$ cat src/rtl/css_pkg.sv
package css_pkg;
   localparam int COL_W = 6;

   typedef struct packed {
      logic             arm;
      logic [COL_W-1:0] col;
      logic             css;
   } css_entry_t;
endpackage

$ cat src/rtl/raster_timer.sv
module raster_timer #(
   parameter int CPU_DIV           = 4,
   parameter int LINE_CPU          = 57,
   parameter int LINE_CHROMA_SHORT = 227,
   parameter int CNT_W             = 6
) (
   input  logic             clk,
   input  logic             rst_n,
   input  logic             hsync,
   output logic [CNT_W-1:0] cnt_q,
   output logic [CNT_W-1:0] cnt_d,
   output logic             new_line,
   output logic             line_start_q
);
   localparam int POS_W = $clog2(LINE_CHROMA_SHORT + 1);
   localparam int PRE_W = $clog2(CPU_DIV);
   localparam logic [POS_W-1:0] LAST_LONG  = POS_W'(LINE_CHROMA_SHORT);
   localparam logic [POS_W-1:0] LAST_SHORT = POS_W'(LINE_CHROMA_SHORT - 1);
   localparam logic [PRE_W-1:0] PRE_LAST   = PRE_W'(CPU_DIV - 1);
   localparam logic [CNT_W-1:0] CNT_LAST   = CNT_W'(LINE_CPU - 1);

   generate
      if (CPU_DIV < 2) begin : g_bad_div
         $error("raster_timer: CPU_DIV must be at least 2");
      end
      if (CNT_W < $clog2(LINE_CPU)) begin : g_bad_cnt
         $error("raster_timer: CNT_W too narrow for LINE_CPU");
      end
   endgenerate

   logic             hs_q;
   logic             hs_rise;
   logic             eol;
   logic             step;
   logic             long_q;
   logic [POS_W-1:0] pos_q;
   logic [POS_W-1:0] pos_d;
   logic [PRE_W-1:0] pre_q;
   logic [PRE_W-1:0] pre_d;

   always_comb begin
      hs_rise  = hsync & ~hs_q;
      eol      = (pos_q == (long_q ? LAST_LONG : LAST_SHORT));
      new_line = hs_rise | eol;
      step     = (pre_q == PRE_LAST);
      pos_d    = new_line ? '0 : pos_q + 1'b1;
      pre_d    = (new_line || step) ? '0 : pre_q + 1'b1;
      if (new_line)
         cnt_d = '0;
      else if (step)
         cnt_d = (cnt_q == CNT_LAST) ? '0 : cnt_q + 1'b1;
      else
         cnt_d = cnt_q;
   end

   always_ff @(posedge clk) begin
      if (!rst_n) begin
         hs_q         <= 1'b0;
         pos_q        <= '0;
         pre_q        <= '0;
         cnt_q        <= '0;
         long_q       <= 1'b0;
         line_start_q <= 1'b0;
      end else begin
         hs_q         <= hsync;
         pos_q        <= pos_d;
         pre_q        <= pre_d;
         cnt_q        <= cnt_d;
         line_start_q <= new_line;
         if (hs_rise)
            long_q <= 1'b0;
         else if (eol)
            long_q <= ~long_q;
      end
   end

   assert_cnt_bound_R3 : assert property (@(posedge clk) disable iff (!rst_n)
      cnt_q < CNT_W'(LINE_CPU));

   assert_cnt_step_R3 : assert property (@(posedge clk) disable iff (!rst_n)
      !new_line |=> (cnt_q == $past(cnt_q) || cnt_q == $past(cnt_q) + 1'b1
                     || (cnt_q == '0 && $past(cnt_q) == CNT_LAST)));

   assert_sync_restart_R11 : assert property (@(posedge clk) disable iff (!rst_n)
      hs_rise |=> (cnt_q == '0 && line_start_q));

   assert_strobe_zero_R2 : assert property (@(posedge clk) disable iff (!rst_n)
      line_start_q |-> (cnt_q == '0 && pre_q == '0));
endmodule

$ cat src/rtl/css_table.sv
module css_table
   import css_pkg::*;
#(
   parameter int ENTRIES = 8,
   parameter int IDX_W   = 3
) (
   input  logic                     clk,
   input  logic                     rst_n,
   input  logic                     wr_en,
   input  logic [IDX_W-1:0]         wr_idx,
   input  css_entry_t               wr_data,
   input  logic                     swap,
   output css_entry_t [ENTRIES-1:0] act_o
);
   generate
      if (ENTRIES < 1 || ENTRIES > (1 << IDX_W)) begin : g_bad_depth
         $error("css_table: ENTRIES does not fit IDX_W");
      end
   endgenerate

   css_entry_t [ENTRIES-1:0] shadow_q;

   always_ff @(posedge clk) begin
      if (!rst_n) begin
         shadow_q <= '0;
         act_o    <= '0;
      end else begin
         for (int i = 0; i < ENTRIES; i++) begin
            if (wr_en && wr_idx == IDX_W'(i))
               shadow_q[i] <= wr_data;
         end
         if (swap)
            act_o <= shadow_q;
      end
   end
endmodule

$ cat src/rtl/css_matcher.sv
module css_matcher
   import css_pkg::*;
#(
   parameter int ENTRIES   = 8,
   parameter int CNT_W     = 6,
   parameter int VIS_BYTES = 32,
   parameter int LEAD      = 13,
   parameter int ALT_SHIFT = 4,
   parameter bit HIGH_WINS = 1'b1
) (
   input  css_entry_t [ENTRIES-1:0] act,
   input  logic [CNT_W-1:0]         cnt_nxt,
   input  logic                     alt,
   output logic                     hit,
   output logic                     val
);
   localparam int TW = ((COL_W > CNT_W) ? COL_W : CNT_W) + 1;
   localparam logic [TW-1:0] OFF_N = TW'(LEAD);
   localparam logic [TW-1:0] OFF_A = TW'(LEAD - ALT_SHIFT);
   localparam logic [COL_W-1:0] COL_MAX = COL_W'(VIS_BYTES);

   logic [ENTRIES-1:0] match;

   generate
      for (genvar i = 0; i < ENTRIES; i++) begin : g_cmp
         logic          ok;
         logic [TW-1:0] tgt;
         assign ok       = act[i].arm && (act[i].col != '0) && (act[i].col <= COL_MAX);
         assign tgt      = TW'(act[i].col) + (alt ? OFF_A : OFF_N);
         assign match[i] = ok && (tgt == TW'(cnt_nxt));
      end

      if (HIGH_WINS) begin : g_high
         always_comb begin
            hit = 1'b0;
            val = 1'b0;
            for (int i = 0; i < ENTRIES; i++) begin
               if (match[i]) begin
                  hit = 1'b1;
                  val = act[i].css;
               end
            end
         end
      end else begin : g_low
         always_comb begin
            hit = 1'b0;
            val = 1'b0;
            for (int i = ENTRIES - 1; i >= 0; i--) begin
               if (match[i]) begin
                  hit = 1'b1;
                  val = act[i].css;
               end
            end
         end
      end
   endgenerate
endmodule

$ cat src/rtl/raster_css_switcher.sv
module raster_css_switcher
   import css_pkg::*;
#(
   parameter int ENTRIES           = 8,
   parameter int CPU_DIV           = 4,
   parameter int LINE_CPU          = 57,
   parameter int LINE_CHROMA_SHORT = 227,
   parameter int VIS_BYTES         = 32,
   parameter int LEAD              = 13,
   parameter int ALT_SHIFT         = 4,
   parameter bit HIGH_WINS         = 1'b1
) (
   input  logic             clk_chroma,
   input  logic             rst_n,
   input  logic             hsync,
   input  logic             alt_mode,
   input  logic             wr_en,
   input  logic [2:0]       wr_idx,
   input  logic             wr_arm,
   input  logic [5:0]       wr_col,
   input  logic             wr_css,
   output logic             css,
   output logic [5:0]       byte_col,
   output logic             visible,
   output logic             line_start
);
   localparam int IDX_W = 3;
   localparam int CNT_W = $clog2(LINE_CPU);
   localparam logic [CNT_W-1:0] OFF_N = CNT_W'(LEAD);
   localparam logic [CNT_W-1:0] OFF_A = CNT_W'(LEAD - ALT_SHIFT);
   localparam logic [CNT_W-1:0] SPAN  = CNT_W'(VIS_BYTES);

   generate
      if (LINE_CPU * CPU_DIV != LINE_CHROMA_SHORT + 1) begin : g_bad_line
         $error("raster_css_switcher: long line must equal LINE_CPU*CPU_DIV");
      end
      if (LEAD + VIS_BYTES >= LINE_CPU) begin : g_bad_window
         $error("raster_css_switcher: visible window exceeds the line");
      end
      if (ALT_SHIFT >= LEAD) begin : g_bad_shift
         $error("raster_css_switcher: ALT_SHIFT must be below LEAD");
      end
      if (VIS_BYTES >= (1 << COL_W) || ENTRIES > (1 << IDX_W)) begin : g_bad_width
         $error("raster_css_switcher: column or index field too narrow");
      end
   endgenerate

   logic [CNT_W-1:0]         cnt_q;
   logic [CNT_W-1:0]         cnt_d;
   logic                     new_line;
   logic                     alt_q;
   logic                     css_q;
   logic                     hit;
   logic                     hit_val;
   logic                     vis;
   logic [CNT_W-1:0]         off;
   css_entry_t               wr_data;
   css_entry_t [ENTRIES-1:0] act;

   raster_timer #(
      .CPU_DIV          (CPU_DIV),
      .LINE_CPU         (LINE_CPU),
      .LINE_CHROMA_SHORT(LINE_CHROMA_SHORT),
      .CNT_W            (CNT_W)
   ) u_timer (
      .clk         (clk_chroma),
      .rst_n       (rst_n),
      .hsync       (hsync),
      .cnt_q       (cnt_q),
      .cnt_d       (cnt_d),
      .new_line    (new_line),
      .line_start_q(line_start)
   );

   assign wr_data = '{arm: wr_arm, col: wr_col, css: wr_css};

   css_table #(
      .ENTRIES(ENTRIES),
      .IDX_W  (IDX_W)
   ) u_tbl (
      .clk    (clk_chroma),
      .rst_n  (rst_n),
      .wr_en  (wr_en),
      .wr_idx (wr_idx),
      .wr_data(wr_data),
      .swap   (new_line),
      .act_o  (act)
   );

   css_matcher #(
      .ENTRIES  (ENTRIES),
      .CNT_W    (CNT_W),
      .VIS_BYTES(VIS_BYTES),
      .LEAD     (LEAD),
      .ALT_SHIFT(ALT_SHIFT),
      .HIGH_WINS(HIGH_WINS)
   ) u_match (
      .act    (act),
      .cnt_nxt(cnt_d),
      .alt    (alt_q),
      .hit    (hit),
      .val    (hit_val)
   );

   always_ff @(posedge clk_chroma) begin
      if (!rst_n) begin
         alt_q <= 1'b0;
         css_q <= 1'b0;
      end else begin
         if (new_line)
            alt_q <= alt_mode;
         if (hit)
            css_q <= hit_val;
      end
   end

   always_comb begin
      off      = alt_q ? OFF_A : OFF_N;
      vis      = (cnt_q > off) && (cnt_q <= off + SPAN);
      byte_col = vis ? COL_W'(cnt_q - off) : '0;
   end

   assign css     = css_q;
   assign visible = vis;

   assert_first_col_R3 : assert property (@(posedge clk_chroma) disable iff (!rst_n)
      $rose(vis) |-> byte_col == 6'd1);

   assert_css_in_window_R5 : assert property (@(posedge clk_chroma) disable iff (!rst_n)
      !$stable(css_q) |-> vis);

   assert_table_swap_R10 : assert property (@(posedge clk_chroma) disable iff (!rst_n)
      !$stable(act) |-> line_start);

   assert_mode_hold_R12 : assert property (@(posedge clk_chroma) disable iff (!rst_n)
      !$stable(alt_q) |-> line_start);
endmodule

$ cat config.mk
export PLATFORM = sky130hd
export DESIGN_NAME = raster_css_switcher
export DESIGN_NICKNAME = d
export VERILOG_FILES = /design/src/rtl/css_pkg.sv /design/src/rtl/raster_timer.sv /design/src/rtl/css_table.sv /design/src/rtl/css_matcher.sv /design/src/rtl/raster_css_switcher.sv
export SDC_FILE = /design/constraint.sdc
export NUM_CORES = 1
export LEC_CHECK = 0
export BUFFER_PORTS_ARGS = -buffer_cell sky130_fd_sc_hd__buf_2
export CAP_MARGIN = 20
export CORE_ASPECT_RATIO = 0.7
export CORE_MARGIN = 1.5
export CORE_UTILIZATION = 64
export CTS_BUF_LIST = sky130_fd_sc_hd__clkbuf_4
export DETAILED_ROUTE_END_ITERATION = 10
export GPL_TIMING_DRIVEN = 1
export PLACE_DENSITY = 0.93
export RECOVER_POWER = 25
export SKIP_CTS_REPAIR_TIMING = 1
export SYNTH_ARGS = -nofsm -noshare
export SYNTH_HDL_FRONTEND = slang
export SYNTH_SLANG_ARGS = --single-unit
$ cat constraint.sdc
create_clock -name clk_chroma -period 4 [get_ports clk_chroma]
set_input_delay 0.2 -clock clk_chroma [delete_from_list [all_inputs] [get_ports clk_chroma]]
set_output_delay 0.2 -clock clk_chroma [all_outputs]
set_load 0.05 [all_outputs]
-- Word-level counts from Yosys, hierarchy flattened
Index checks and enable logic that the tools add are counted.
- register bits: 149
- bits of input ports: 16
- output and inout bits: 9
- logic and storage cells: 171
- add/subtract/negate cells: 13
- $lt $le $gt $ge: 10
- equal/unequal tests: 18
- muxes and demuxes: 23
- bitwise logic cells: 5
- reduce and logical (&&, ||, !) cells: 46
- operators by type and width (operator ; number):
    7-bit by 6-bit == test with 1-bit output ; 8
    6-bit <= comparator (second input constant) ; 8
    6-bit nonzero test ; 8
    6-bit by 7-bit adder with 7-bit output ; 6
    1-bit logical AND ; 33
    6-bit 2-to-1 mux ; 4
    1-bit 2-to-1 mux ; 17
    6-bit by 4-bit adder with 7-bit output ; 2
    3-bit == test (second input constant) ; 4
    8-bit by 1-bit adder with 8-bit output (second input constant) ; 1
    8-bit == test ; 1
    4-bit by 6-bit adder with 6-bit output (second input constant) ; 1
    6-bit by 1-bit adder with 6-bit output (second input constant) ; 1
    3-bit by 2-bit == test with 1-bit output (second input constant) ; 2
    6-bit == test (second input constant) ; 1
    6-bit by 4-bit greater-than comparator with 1-bit output ; 1
    6-bit <= comparator ; 1
    3-bit 2-to-1 mux ; 2
    2-bit OR reduction ; 3
    6-bit by 4-bit subtractor with 6-bit output ; 1
    3-bit by 1-bit == test with 1-bit output (second input constant) ; 1
    3-bit logical NOT ; 1
    1-bit NOT ; 3
    2-bit by 1-bit adder with 2-bit output (second input constant) ; 1
    other kinds (4) ; 4

-- Logic depth before layout (Yosys ltp)
Gate-level depths: netlist of the first run.
- depth in word-level cells: 14
- gate-level depth with buffers: 14

-- Cells and area by module
A second synthesis of the first run with hierarchy kept.
- cells, all modules: 795
- area, all modules: 7671.1 um2
- modules (own cells, without submodules) (module ; instances ; cells each ; area an instance (um2)):
    css_table ; 1 ; 429 ; 4793.3
    css_matcher ; 1 ; 234 ; 1719.1
    raster_timer ; 1 ; 93 ; 865.8
    raster_css_switcher ; 1 ; 39 ; 292.8

-- Worst setup path after synthesis of the first run
Ideal clock, no wire load.
- kind: register to register
- start: reg u_timer.pos_q[1]
- end: reg css_q (netlist: css)
- setup time: 0.077 ns
- arrival time: 3.058 ns
- required time: 3.923 ns
- setup slack: 0.865 ns
- stages on the path, launching flop included: 11
- buffers on the path: 0
- path through: dfxtp_1 or3b_4 o31ai_4 nor2_2 xor2_1 or4_4 a2111oi_2 mux2i_1 a211o_1 a211o_1 a41oi_2
- cells in the longest elaborated chain, start to end: 13
- elaborated cells between the ends (all ways): 35
- classes of those cells: 9 x eq/ne; 17 x mux; 1 x bitwise; 8 x reduce/logical
- RTL lines (what ; RTL line ; source):
    start: declaration ; raster_timer.sv:36 ; logic [POS_W-1:0] pos_q;
    start signal: assignment ; raster_timer.sv:66 ; pos_q <= pos_d;
    8-bit == test (*) ; raster_timer.sv:43 ; eol = (pos_q == (long_q ? LAST_LONG : LAST_SHORT));
    1-bit bitwise OR (*) ; raster_timer.sv:44 ; new_line = hs_rise | eol;
    6-bit 2-to-1 mux (*) ; raster_timer.sv:48 ; if (new_line)
    7-bit by 6-bit == test with 1-bit output ; css_matcher.sv:30 ; assign match[i] = ok && (tgt == TW'(cnt_nxt));
    1-bit logical AND ; css_matcher.sv:30 ;
    1-bit 2-to-1 mux (8 in series) ; css_matcher.sv:38 ; if (match[i]) begin
    end signal: assignment ; raster_css_switcher.sv:113 ; css_q <= hit_val;
    end: declaration ; raster_css_switcher.sv:52 ; logic css_q;
Mark *: on every way between the ends. The rest lies on a longest branch, timed or not.
A chain may end at the register's enable or synchronous reset.

-- Final worst setup path of the first run
Ends and elaborated chain as after synthesis.

==> metrics.md, run 1 <==
| Metric | Value |
|---|---|
| Status | finished, violations left |
| Slew @ Worst Pin | between 2 and 2.5 ns |
| Row cnt | 33 |
| Via Count | 6586 |
| Post-synthesis register bit count | ~150 |
| Design Area, Final | 0.00843 mm^2 |
| GR Overflow Total | 0 |
| Routability cong. | 0.907 |
| Die H | approximately 95 um |
| CP Launch Type | flip-flop |
| Slew Viols, Final | between 100 and 150 |
| Synthesized netlist cell count | about 930 |
| Ant diodes | 0 |
| DR DRC count | 0 |
| Port bufs | 24 |
| Worst Hold Class | in2reg |
| H-Tree Depth | 4 |
| Critical Path RT | 4.50 ns |
| Final period util | 0.878 |
| Initial antenna violation count | 0 |
| Layout area overhead | 8.32% |
| Clk pin slew, worst setup/hold paths | 0.16 ns |
| Via/cell ratio | 5.89 |
| Crit path arrival time | 4.01 ns |
| # IOs | 25 |
| Crit Path Category | reg2reg |
| Rel. slew slack | -0.530 |
| CTS root buffer | clkbuf_4 |
| Core Region | ~0.012 mm^2 |
| Vias in the first global route | 6151 |
| TritonCTS Buffers | 17 |
| Layout cells sized above 1 | 0.0904 |
| Final setup vio count | 0 |
| Uppermost layer routed | met4 |
| Fin nets | 995 |
| Total Power | between 2000 and 3000 uW |
| Routed WL per cell | 17.0 um |
| Primary FF master, synth | dfxtp_1 |
| CP max stage cell | o31ai_4 |
| Post-synthesis async set-or-reset flop share | 0 |
| Antenna viol nets, final | 0 |
| Met2 wire len | 8120 um |
| Top-area cell type share of the netlist area | 0.383 |
| Clock sink count | roughly 150 |
| Top cells by count, synth | nand2_1 (242), dfxtp_1 (149), a21boi_0 (114) |
| Finished Core Util | 0.717 |
| Synth top area cells | dfxtp_1 (38%), nand2_1 (12%), a21boi_0 (11%) |
| Clock period minus worst slack | 3.51 ns |
| Slowest stage delay, CP | 0.53 ns |
| Count leader, synth | nand2_1 |
| Power density over cell area | 329 mW/mm^2 |
| Number of DRC violations after detailed-routing iteration 0 | 601 |
| Delay-heaviest family, CP | compound AO/OA/AOI/OAI gates |
| Final hold violation count | 0 |
| RSZ-0062 raised after global routing | no |
| CP Capture Type | flip-flop |
| Mapped cell area | 0.00779 mm^2 |
| Chip Width | 135 um |
| EDFF count, synth | 0 |
| TritonCTS clock tree | built |
| First-pass GRT wire length | 30800 um |
| Die footprint | 0.0128 mm^2 |
| Max Freq | 285 MHz |
| Setup Total Neg Slack | 0 ns |
| Worst path bufs/invs | 2 |
| Crit Path Max Fanout | 18 |
| Leakage power | 0.00291 uW |
| Area after DPL | 0.00805 mm^2 |
| Clock skew | 0.0234 ns |
| Largest net degree at the start of global routing | 71 |
| Syn_nets | a little under 1000 |
| DPL Wire Length | 13000 um |
| Detail Route met3 WL | 1830 um |
| Clock latency on the worst-skew pair | 0.58 ns |
| CP Cell Sequence | or3b_4 -> o31ai_4 -> buf_4 -> nor3_1 -> buf_4 -> xnor2_1 -> nor3_1 -> nand4_1 -> mux2i_1 -> a211o_1 -> a211o_1 -> a41oi_2 |
| Maxcap violations | 2 |
| M1 wire length | 8490 um |
| Total track usage | 0.312 |
| Yosys cell types | 59 |
| Post-synthesis area per instance | 8.36 um^2 |
| Sequential-to-total area share from yosys stat | 0.383 |
| Worst IR drop on VDD | 0.000277 V |
| Drt total wl | roughly 19000 um |
| Synth warn | 0 |
| Cell taking the most area after synthesis | dfxtp_1 |
| Failing checks | max-capacitance violations, max-slew violations |
| First drt pass iteration count | 5 |
| Hold WS | ~0.026 ns |
| Initial Util | 0.662 |
| Max Root-Sink Buffers | 2 |
sequential cells by signal (all words and copies together) (netlist names):
register              cells
u_timer.hs_q              1
u_tbl.act_o              64
u_timer.line_start_q      1
u_timer.pre_q             2
u_timer.long_q            1
u_tbl.shadow_q           64
u_timer.pos_q             8
alt_q                     1
css                       1
u_timer.cnt_q             6
layer usage:
layer	up-vias	track usage
met2	280	0.471
met5	-	0
met1	3072	0.429
li1	3184	-
met4	0	0.118
met3	50	0.0829
final cells by class:
class                      instances  area, um^2
fill                             916        3330
sequential                       149        2980
tap                              157         196
clock buffer                      17         128
timing repair buffer              50         325
clock inverter                    15         186
inverter                          28         105
multi-input combinational        703        4510
worst reg2reg max path, delay by kind of cell (launching register included):
kind,cells,cell delay (ns)
and+or+nand+nor,4,0.91
buffers and inverters,2,0.53
xor gates and xnor gates,1,0.12
AOI/OAI and AO/OA,4,1.30
muxes,1,0.16
DFF,1,0.42
cell usage in the layout (no fill, tap or decap), types with 5 or more instances in the layout:
cell type	count
nand2_1	242
mux2i_1	21
or2_2	5
buf_4	16
o21ai_0	7
and2_1	8
clkbuf_4	17
xnor2_1	55
nor2b_1	22
ha_1	30
nand3_1	9
inv_1	28
nor2_1	28
xor2_1	22
nor4b_1	8
dfxtp_1	149
nor3_1	24
nor4_1	5
nand4_1	8
a211oi_1	7
nand2b_1	8
a31oi_1	10
buf_2	22
dlygate4sd3_1	8
a21oi_1	5
and3_1	6
a21boi_0	114
stage by stage:
stage                     worst slack, ns  cells
after floorplan                     0.865    931
final                               0.487   1119
after global routing                0.225   1119
after global placement              0.581   1079
after CTS                           0.413   1111
after detailed placement            0.461   1079
power breakdown:
group,internal (uW),total [uW],switching [uW]
clock,401,1030,626
combinational,81.3,220,139
sequential,1510,1530,18.2
total,1990,2770,783
worst paths after layout:
kind	endpoint	slack, ns	startpoint	cells after the start
worst max-delay path	css$_SDFFE_PN0P_	0.49	u_timer.pos_q[1]$_SDFF_PP0_	12
worst min-delay path	u_tbl.shadow_q[35]$_SDFFE_PN0P_	0.03	wr_col[2]	3
worst max register to register	css$_SDFFE_PN0P_	0.49	u_timer.pos_q[1]$_SDFF_PP0_	12
worst min register to register	u_timer.pre_q[0]$_SDFF_PP0_	0.44	u_timer.pre_q[0]$_SDFF_PP0_	1
cell families (layout without fill, tap and decap cells):
kind of cell               count (synthesis)  count (layout)  synth area share
and+or+nand+nor                          394             394             0.231
DFF                                      149             149             0.383
buffers and inverters                     79             110            0.0387
muxes                                     21              21            0.0270
AOI/OAI and AO/OA                        177             177             0.173
xor gates and xnor gates                  81              81            0.0982
adders and majority gates                 30              30            0.0482
Power figures use the tool's default switching activity.
==> inputs of run 2 (changes only) <==
- CORE_UTILIZATION: 64 -> 65
- MAX_ROUTING_LAYER: not set -> met4
- PLACE_DENSITY: 0.93 -> 0.94
==> metrics.md, run 2 (same netlist as run 1, synthesis figures left out) <==
| Metric | Value |
|---|---|
| Clock sink count | 149 |
| H-Tree Depth | 4 |
| RSZ-0062 raised after global routing | no |
| Die footprint | 0.0127 mm^2 |
| Largest net degree at the start of global routing | 68 |
| DR DRC count | 0 |
| Die H | 94.6 um |
| Most common cell after layout, fill and taps aside | nand2_1 |
| TritonCTS clock tree | built |
| Drt total wl | ~18000 um |
| Clock skew | 0.0215 ns |
| Max Freq | 277 MHz |
| Row cnt | 33 |
| Fill count | 882 |
| Crit path top cell by count | a211o_1 |
| GR Overflow Total | 0 |
| Crit path arrival time | 4.13 ns |
| CTS root buffer | clkbuf_4 |
| CP Launch Type | flip-flop |
| Final period util | 0.902 |
| Vias in the first global route | 6048 |
| Ant diodes | 0 |
| First drt pass iteration count | 5 |
| DPL Wire Length | 12500 um |
| Max Root-Sink Buffers | 2 |
| Failing checks | max-capacitance violations, max-slew violations |
| CP Cell Sequence | ha_1 -> nand4_1 -> xor2_1 -> nor3_2 -> xnor2_1 -> or4_4 -> a2111oi_2 -> mux2i_1 -> a211o_1 -> a211o_1 -> a41oi_2 |
| Setup Total Neg Slack | 0 ns |
| Leakage power | 0.00288 uW |
| Crit Path Max Fanout | 8 |
| Slew @ Worst Pin | 2.08 ns |
| Placed insts | 1078 |
| Routability cong. | ~0.94 |
| Routed WL per cell | 16.5 um |
| Worst path bufs/invs | 0 |
| Rel. slew slack | -0.386 |
| Port bufs | 24 |
| First-pass GRT wire length | 30300 um |
| Status | finished, violations left |
| Worst IR drop on VDD | roughly 0.00026 V |
| Via/cell ratio | 5.77 |
| Flop2flop setup slack | 0.39 ns |
| TritonCTS Buffers | 17 |
| Clock period minus worst slack | 3.61 ns |
| Chip Width | 134 um |
| Clk pin slew, worst setup/hold paths | around 0.15 ns |
| Slowest stage delay, CP | 0.55 ns |
| Via Count | 6458 |
| Finished Layout Cells | roughly 1100 |
| Critical Path RT | 4.52 ns |
| Final setup vio count | 0 |
| Slew Viols, Final | 61 |
| Fin nets | roughly 1000 |
| Core Region | 0.0117 mm^2 |
| CP Capture Type | flip-flop |
| Crit Path Category | reg2reg |
| Most frequent cells in the layout | nand2_1 (242), dfxtp_1 (149), a21boi_0 (114), xnor2_1 (55), ha_1 (30) |
| Power density over cell area | roughly 320 mW/mm^2 |
| Largest regs | u_tbl.act_o (64), u_tbl.shadow_q (64), u_timer.pos_q (8) |
| Initial antenna violation count | 0 |
| Delay-heaviest family, CP | simple AND/OR/NAND/NOR gates |
| Layout area overhead | 7.78% |
| CP max stage cell | nor3_2 |
| Initial Util | 0.666 |
| Final hold violation count | 0 |
| Antenna viol nets, final | 0 |
| Total track usage | 0.319 |
| Number of DRC violations after detailed-routing iteration 0 | 474 |
| Worst Hold Class | in2reg |
| Clock latency on the worst-skew pair | 0.60 ns |
| Maxcap violations | 1 |
| Layout cells sized above 1 | 0.0862 |
| # IOs | 25 |
## run 2: cell types whose count changed in the layout (fill, tap and decap cells not counted), sizes merged
cell	before	now
buf	38	34
clkbuf	21	25
clkinv	5	7
bufinv	2	0
dlygate4sd3	8	9
## run 2: report_power, final
group          switching (uW)  internal (uW)
clock network             636            273
logic                     137           79.7
registers                17.8           1510
## run 2: layer usage
layer	wire (um)	track usage	vias up
li1	-	-	3190
met1	8820	0.431	3016
met2	7860	0.477	218
met3	1430	0.0655	34
met4	391	0.111	0
met5	0	-	-
## run 2: worst paths after layout
path,depth (start not counted),from,endpoint
worst min register to register,1,u_timer.pre_q[0]$_SDFF_PP0_,u_timer.pre_q[0]$_SDFF_PP0_
worst max register to register,11,u_timer.pre_q[0]$_SDFF_PP0_,css$_SDFFE_PN0P_
worst max-delay path,11,u_timer.pre_q[0]$_SDFF_PP0_,css$_SDFFE_PN0P_
worst min-delay path,3,wr_col[2],u_tbl.shadow_q[43]$_SDFFE_PN0P_
## run 2: layout make-up
class                           count  area, um^2  area share
Tap cell                          157         196      0.0234
Clock inverter                     15         138      0.0164
Multi-Input combinational cell    703        4510       0.537
Timing Repair Buffer               51         334      0.0398
Inverter                           28         105      0.0125
Sequential cell                   149        2980       0.355
Clock buffer                       17         128      0.0152
## run 2: worst reg2reg max path, stage by stage (launching register included)
cell,delay (ns)
dfxtp_1,0.36
ha_1,0.33
nand4_1,0.19
xor2_1,0.22
nor3_2,0.55
xnor2_1,0.16
or4_4,0.44
a2111oi_2,0.40
mux2i_1,0.15
a211o_1,0.31
a211o_1,0.30
a41oi_2,0.15
## run 2: per-stage QoR
| step | power (uW) | utilization | area, um^2 | hold slack (ns) | setup slack, ns |
|---|---|---|---|---|---|
| 4_1_cts | 2650 | 0.711 | 8310 | -0.187 | 0.410 |
| 3_5_place_dp | 1760 | 0.688 | 8040 | 0.423 | 0.434 |
| 2_1_floorplan | 1700 | - | 7790 | 0.322 | 0.865 |
| 3_3_place_gp | 1760 | 0.688 | 8040 | 0.418 | 0.530 |
| 6_report | 2650 | 0.718 | 8390 | 0.0157 | 0.391 |
| 5_1_grt | 2750 | 0.718 | 8390 | 0.0186 | 0.125 |
